[src/rtl/mix_pkg.sv]
package mix_pkg;
   localparam int NET_MODES = 3;
   typedef enum logic {
      LBL_BG = 1'b0,
      LBL_FG = 1'b1
   } label_e;
endpackage

[src/rtl/mix_label.sv]
module mix_label #(
   parameter int NMODE = 3,
   parameter int IW    = 2,
   parameter int BW    = 4
) (
   input  logic          matched,
   input  logic [IW-1:0] idx,
   input  logic [BW-1:0] bg_prev,
   output logic          fg
);
   import mix_pkg::*;
   localparam int SW = ((BW > IW) ? BW : IW) + 1;

   logic [SW-1:0] rank_sum;

   // matched mode is background when it sits inside the top bg_prev slots
   always_comb begin
      rank_sum = SW'(idx) + SW'(bg_prev);
      if (!matched)
         fg = LBL_FG;
      else if (rank_sum > SW'(NMODE))
         fg = LBL_BG;
      else
         fg = LBL_FG;
   end
endmodule

[src/rtl/mix_sort3.sv]
module mix_sort3 #(
   parameter int NMODE = 3,
   parameter int MW    = 40,
   parameter int WW    = 8
) (
   input  logic [NMODE*MW-1:0] d,
   output logic [NMODE*MW-1:0] q
);
   import mix_pkg::*;

   generate
      if (NMODE != NET_MODES) begin : g_bad_count
         $error("mix_sort3: network is built for exactly three modes");
      end
      if (WW > MW) begin : g_bad_key
         $error("mix_sort3: key wider than mode word");
      end
   endgenerate

   logic [MW-1:0] v [NMODE];
   logic [MW-1:0] tmp;

   // pairs (0,1), (1,2), (0,1); strict compare keeps ties in place
   always_comb begin
      tmp = '0;
      for (int i = 0; i < NMODE; i++) v[i] = d[i*MW +: MW];
      for (int s = 0; s < 3; s++) begin
         if (v[(s == 1) ? 1 : 0][MW-1 -: WW] > v[(s == 1) ? 2 : 1][MW-1 -: WW]) begin
            tmp = v[(s == 1) ? 1 : 0];
            v[(s == 1) ? 1 : 0] = v[(s == 1) ? 2 : 1];
            v[(s == 1) ? 2 : 1] = tmp;
         end
      end
      for (int i = 0; i < NMODE; i++) q[i*MW +: MW] = v[i];
   end
endmodule

[src/rtl/mix_bgcount.sv]
module mix_bgcount #(
   parameter int NMODE = 3,
   parameter int WW    = 8,
   parameter int BW    = 4
) (
   input  logic [NMODE*WW-1:0] wt_sorted,
   input  logic [WW-1:0]       thresh,
   output logic [BW-1:0]       bg
);
   localparam int SW = WW + $clog2(NMODE) + 1;

   generate
      if (SW < 10) begin : g_narrow_sum
         $error("mix_bgcount: running sum narrower than 10 bits");
      end
      if ((1 << BW) <= NMODE) begin : g_narrow_bg
         $error("mix_bgcount: count field cannot hold NMODE");
      end
   endgenerate

   logic [SW-1:0] acc;
   logic          found;

   always_comb begin
      acc   = '0;
      found = 1'b0;
      bg    = BW'(NMODE);
      for (int k = 0; k < NMODE; k++) begin
         acc = acc + SW'(wt_sorted[(NMODE-1-k)*WW +: WW]);
         if (!found && (acc > SW'(thresh))) begin
            bg    = BW'(k + 1);
            found = 1'b1;
         end
      end
   end
endmodule

[src/rtl/mix_sort_classify.sv]
module mix_sort_classify #(
   parameter int NMODE  = 3,
   parameter int W_WT   = 8,
   parameter int W_MEAN = 16,
   parameter int W_VAR  = 16,
   parameter int W_BG   = 4
) (
   input  logic                        clk,
   input  logic                        rst_n,
   input  logic                        in_valid,
   input  logic                        in_match,
   input  logic [$clog2(NMODE+1)-1:0]  in_idx,
   input  logic [W_BG-1:0]             in_bg,
   input  logic [W_WT-1:0]             in_thresh,
   input  logic [NMODE*W_WT-1:0]       in_wt,
   input  logic [NMODE*W_MEAN-1:0]     in_mean,
   input  logic [NMODE*W_VAR-1:0]      in_var,
   output logic                        out_valid,
   output logic                        out_fg,
   output logic [NMODE*W_WT-1:0]       out_wt,
   output logic [NMODE*W_MEAN-1:0]     out_mean,
   output logic [NMODE*W_VAR-1:0]      out_var,
   output logic [W_BG-1:0]             out_bg
);
   import mix_pkg::*;
   localparam int IW  = $clog2(NMODE+1);
   localparam int MW  = W_WT + W_MEAN + W_VAR;
   localparam int TSW = W_WT + $clog2(NMODE) + 1;

   generate
      if (NMODE != NET_MODES) begin : g_bad_modes
         $error("mix_sort_classify: NMODE must be 3");
      end
      if (W_WT < 2 || W_MEAN < 1 || W_VAR < 1) begin : g_bad_width
         $error("mix_sort_classify: field widths too small");
      end
   endgenerate

   logic [NMODE*MW-1:0]   word_in, word_srt;
   logic [NMODE*W_WT-1:0] wt_n;
   logic [NMODE*W_MEAN-1:0] mean_n;
   logic [NMODE*W_VAR-1:0] var_n;
   logic                  fg_n;
   logic [W_BG-1:0]       bg_n;

   genvar gi;
   generate
      for (gi = 0; gi < NMODE; gi++) begin : g_mode
         assign word_in[gi*MW +: MW] = {in_wt[gi*W_WT +: W_WT],
                                        in_mean[gi*W_MEAN +: W_MEAN],
                                        in_var[gi*W_VAR +: W_VAR]};
         assign wt_n[gi*W_WT +: W_WT]       = word_srt[gi*MW + W_MEAN + W_VAR +: W_WT];
         assign mean_n[gi*W_MEAN +: W_MEAN] = word_srt[gi*MW + W_VAR +: W_MEAN];
         assign var_n[gi*W_VAR +: W_VAR]    = word_srt[gi*MW +: W_VAR];
      end
   endgenerate

   mix_label #(.NMODE(NMODE), .IW(IW), .BW(W_BG)) u_label (
      .matched(in_match), .idx(in_idx), .bg_prev(in_bg), .fg(fg_n));

   mix_sort3 #(.NMODE(NMODE), .MW(MW), .WW(W_WT)) u_sort (
      .d(word_in), .q(word_srt));

   mix_bgcount #(.NMODE(NMODE), .WW(W_WT), .BW(W_BG)) u_bgc (
      .wt_sorted(wt_n), .thresh(in_thresh), .bg(bg_n));

   always_ff @(posedge clk) begin
      if (!rst_n) begin
         out_valid <= 1'b0;
         out_fg    <= LBL_FG;
         out_wt    <= '0;
         out_mean  <= '0;
         out_var   <= '0;
         out_bg    <= '0;
      end else begin
         out_valid <= in_valid;
         if (in_valid) begin
            out_fg   <= fg_n;
            out_wt   <= wt_n;
            out_mean <= mean_n;
            out_var  <= var_n;
            out_bg   <= bg_n;
         end
      end
   end

   logic [TSW-1:0] in_wsum, out_wsum;
   always_comb begin
      in_wsum  = '0;
      out_wsum = '0;
      for (int i = 0; i < NMODE; i++) begin
         in_wsum  = in_wsum  + TSW'(in_wt[i*W_WT +: W_WT]);
         out_wsum = out_wsum + TSW'(out_wt[i*W_WT +: W_WT]);
      end
   end

   assert_nomatch_fg_R1: assert property (@(posedge clk) disable iff (!rst_n)
      (in_valid && !in_match) |=> out_fg);

   assert_top_slots_bg_R2: assert property (@(posedge clk) disable iff (!rst_n)
      (in_valid && in_match && ((32'(in_idx) + 32'(in_bg)) > NMODE)) |=> !out_fg);

   assert_ascending_R3: assert property (@(posedge clk) disable iff (!rst_n)
      out_valid |-> ((out_wt[0 +: W_WT] <= out_wt[W_WT +: W_WT]) &&
                     (out_wt[W_WT +: W_WT] <= out_wt[2*W_WT +: W_WT])));

   assert_weight_kept_R4: assert property (@(posedge clk) disable iff (!rst_n)
      in_valid |=> (out_wsum == $past(in_wsum)));

   assert_bg_range_R5: assert property (@(posedge clk) disable iff (!rst_n)
      out_valid |-> ((out_bg >= 1) && (32'(out_bg) <= NMODE)));

   assert_valid_delay_R7: assert property (@(posedge clk) disable iff (!rst_n)
      in_valid |=> out_valid);

   assert_hold_idle_R7: assert property (@(posedge clk) disable iff (!rst_n)
      !in_valid |=> ($stable(out_bg) && $stable(out_wt)));
endmodule

[config.mk]
export PLATFORM = sky130hd
export DESIGN_NAME = mix_sort_classify
export DESIGN_NICKNAME = d
export VERILOG_FILES = /design/src/rtl/mix_pkg.sv /design/src/rtl/mix_label.sv /design/src/rtl/mix_sort3.sv /design/src/rtl/mix_bgcount.sv /design/src/rtl/mix_sort_classify.sv
export SDC_FILE = /design/constraint.sdc
export NUM_CORES = 1
export LEC_CHECK = 0
export ABC_CLOCK_PERIOD_IN_PS = 25400
export BUFFER_PORTS_ARGS = -buffer_cell sky130_fd_sc_hd__buf_2
export CORE_ASPECT_RATIO = 2
export CORE_MARGIN = 5
export CORE_UTILIZATION = 49
export CTS_BUF_LIST = sky130_fd_sc_hd__clkbuf_4 sky130_fd_sc_hd__clkbuf_8
export DETAILED_ROUTE_END_ITERATION = 16
export PLACE_DENSITY_LB_ADDON = 0.2
export REMOVE_ABC_BUFFERS = 1
export SYNTH_ARGS = -nofsm -noshare
export SYNTH_HDL_FRONTEND = slang
export SYNTH_HIERARCHICAL = 1
export SYNTH_SLANG_ARGS = --single-unit
export TNS_END_PERCENT = 20
[constraint.sdc]
create_clock -name clk -period 25.4 [get_ports clk]
set_input_delay 3.81 -clock clk [delete_from_list [all_inputs] [get_ports clk]]
set_output_delay 3.81 -clock clk [all_outputs]
set_load 0.05 [all_outputs]
==> run metrics <==
Avg Vias per Cell=5.71; Detailed Route Iter0 Violations=322; htree depth=4; Critical Path AT=13,130 ps; status=completed; minimum clock period=12,740 ps; CTS Buffer Depth=2; crit end category=register; Post-CTS Setup Inserts=0; Post-CTS Hold Buffers=0; DIE AREA=0.0208 mm2; prevailing post-synth register cell=dfxtp_1; core box area=0.0177 mm2; Hold WC Path Type=register to register; slowest CP cell=nor2_4; Final setup violation count=0; WS Path Type=input pin to register; Site Rows=69; number of port buffers=263; CP Buf/Inv Count=6; number of synthesized register bits=126; Slew HR=0.193; period utilisation layout=0.502; PostCTS Resize Cnt=0; Starting Density=0.494; Post-synth EDFFs=0; GP Congestion=0.833; Mapped Avg Cell Area=9.14 um2; clk_lat worst skew=440 ps; antenna viol nets, final=0; CP top delay family=compound AO/OA/AOI/OAI gates; slew at the pin with the worst max-slew slack=1210 ps; final net count=1,359; Yosys cell types=43; total track usage=0.251; most frequent CP cell=ha_1; RSZ-0062 raised after global routing=no; drt pass-1 iters=4; area of the multi-input gates=0.00570 mm2; fmax=78.5 MHz; required time of the critical path=25,790 ps; vias in the first global route=8,120; maxcap violations=0; antenna cells=0; startpoint class of the critical path=input pin; Syn Inst Count=956; Die Ht=199 um; Setup TNS Final=0 ps; Fin. Hold Viols=0; largest net degree at the start of global routing=137; WL final=26,900 um; first-pass GRT wire length=42,100 um; HPWL after DPL=19,000 um; skew final=0 ps; pwr/cell area=93.7 mW/mm2; CTS tree=done; Pwr Total=977 uW; via count=7,956; yosys warns=6; I/O Pins=264; Syn Std Cell Area=0.00874 mm2; drt wl/cell=19.3 um; Sink Count=126; leakage power=5.06 nW; Reg area=0.00252 mm2; Syn-to-layout area delta=19.3%; Max Slew Vio Count=0; CTS buffer count=17; residual DRC count=0; Crit path largest cell delay=910 ps; fraction of layout cells with a size suffix above 1=0.317; Die Span X=104 um; clk root buf=clkbuf_8; sequential share of the synthesized area=0.289; maximum vdd drop=0.0000454 V; initial antenna violation count=0; Worst Path Max Fanout=136; fillcell total=1,662; GRT Residual Overflow=0; Worst-path clk slew=80 ps; post-synthesis async set-or-reset flop share=0
==> synthesized netlist by cell type (all sizes together), types with 3 or more instances <==
| cell | instances | area, um2 |
|---|---|---|
| a211oi | 4 | 35.0 |
| a21o | 4 | 30.0 |
| a21oi | 21 | 105 |
| and2 | 3 | 18.8 |
| buf | 44 | 304 |
| clkbuf | 35 | 133 |
| dfxtp | 126 | 2520 |
| ha | 50 | 626 |
| inv | 38 | 143 |
| mux2i | 166 | 1660 |
| nand2 | 59 | 221 |
| nand4 | 9 | 56.3 |
| nor2 | 11 | 43.8 |
| nor2b | 129 | 807 |
| o211ai | 3 | 27.5 |
| o21a | 4 | 30.0 |
| o21ai | 67 | 335 |
| o221a | 80 | 901 |
| or3 | 78 | 488 |
| xnor2 | 5 | 43.8 |
==> layer usage <==
layer	track usage	part of all wire
met5	0	0
met4	0.132	0.042
met3	0.0549	0.054
met2	0.459	0.54
met1	0.267	0.36
==> cell type report <==
type                    count  share of cell area
clock inverters            11              0.0136
flip-flops and latches    126               0.242
clock buffers              20              0.0258
repair buffers            272               0.133
multi-input cells         714               0.546
well taps                 213              0.0256
inverters                  38              0.0137
==> cell families after synthesis <==
kind of cell             after synthesis  synth area share
AO/OA/AOI/OAI                        192             0.179
XOR/XNOR                               5           0.00501
adder cells (fa/ha/maj)               52            0.0762
buffers and inverters                117            0.0663
flip-flops                           126             0.289
multiplexers                         166             0.190
other                                  1          0.000429
AND/OR/NAND/NOR                      297             0.195
==> sequential cells by signal (all words and copies together) (netlist names) <==
signal,flops
out_fg,1
out_bg,4
out_mean,48
out_valid,1
out_var,48
out_wt,24
==> worst paths after layout <==
path | slack [ps] | start | to | depth (start not counted)
setup / recovery | 12660 | in_wt[15] | out_bg[0]$_SDFFE_PN0P_ | 37
hold / removal | 470 | out_fg$_SDFFE_PN1P_ | out_fg$_SDFFE_PN1P_ | 2
setup reg to reg | 24730 | out_var[23]$_SDFFE_PN0P_ | out_var[23]$_SDFFE_PN0P_ | 2
hold reg to reg | 470 | out_fg$_SDFFE_PN1P_ | out_fg$_SDFFE_PN1P_ | 2
==> where the power goes <==
group / leakage (nW) / internal [mW] / switching [mW] / total [mW]
registers: 1.04 / 0.231 / 0.0192 / 0.250
clock network: 0.204 / 0.102 / 0.0838 / 0.186
logic: 3.81 / 0.196 / 0.345 / 0.541
==> placed cells by master (no fill, tap or decap), drive strengths merged, types with 21 or more instances in the layout <==
master / synthesis / final
a21oi: 21 / 21
buf: 44 / 272
dfxtp: 126 / 126
ha: 50 / 50
inv: 38 / 38
mux2i: 166 / 166
nand2: 59 / 59
nor2b: 129 / 129
o21ai: 67 / 67
o221a: 80 / 80
or3: 78 / 78
==> metrics by stage <==
| step | utilization | area, um2 | cells | hold WS (ps) | setup WS, ps |
|---|---|---|---|---|---|
| 2_1_floorplan | - | 8300 | 878 | 743 | 9220 |
| 3_3_place_gp | 0.566 | 10000 | 1363 | 452 | 12380 |
| 3_5_place_dp | 0.566 | 10000 | 1363 | 458 | 12180 |
| 4_1_cts | 0.589 | 10400 | 1394 | 480 | 12640 |
| 5_1_grt | 0.589 | 10400 | 1394 | 505 | 11830 |
| 6_report | 0.589 | 10400 | 1394 | 475 | 12660 |
==> worst min-delay path, delay by kind of cell (launching register included) <==
family / cells / cell delay, ps
muxes: 1 / 60
DFF: 1 / 330
and+or+nand+nor: 1 / 60
Power figures use the tool's default switching activity.
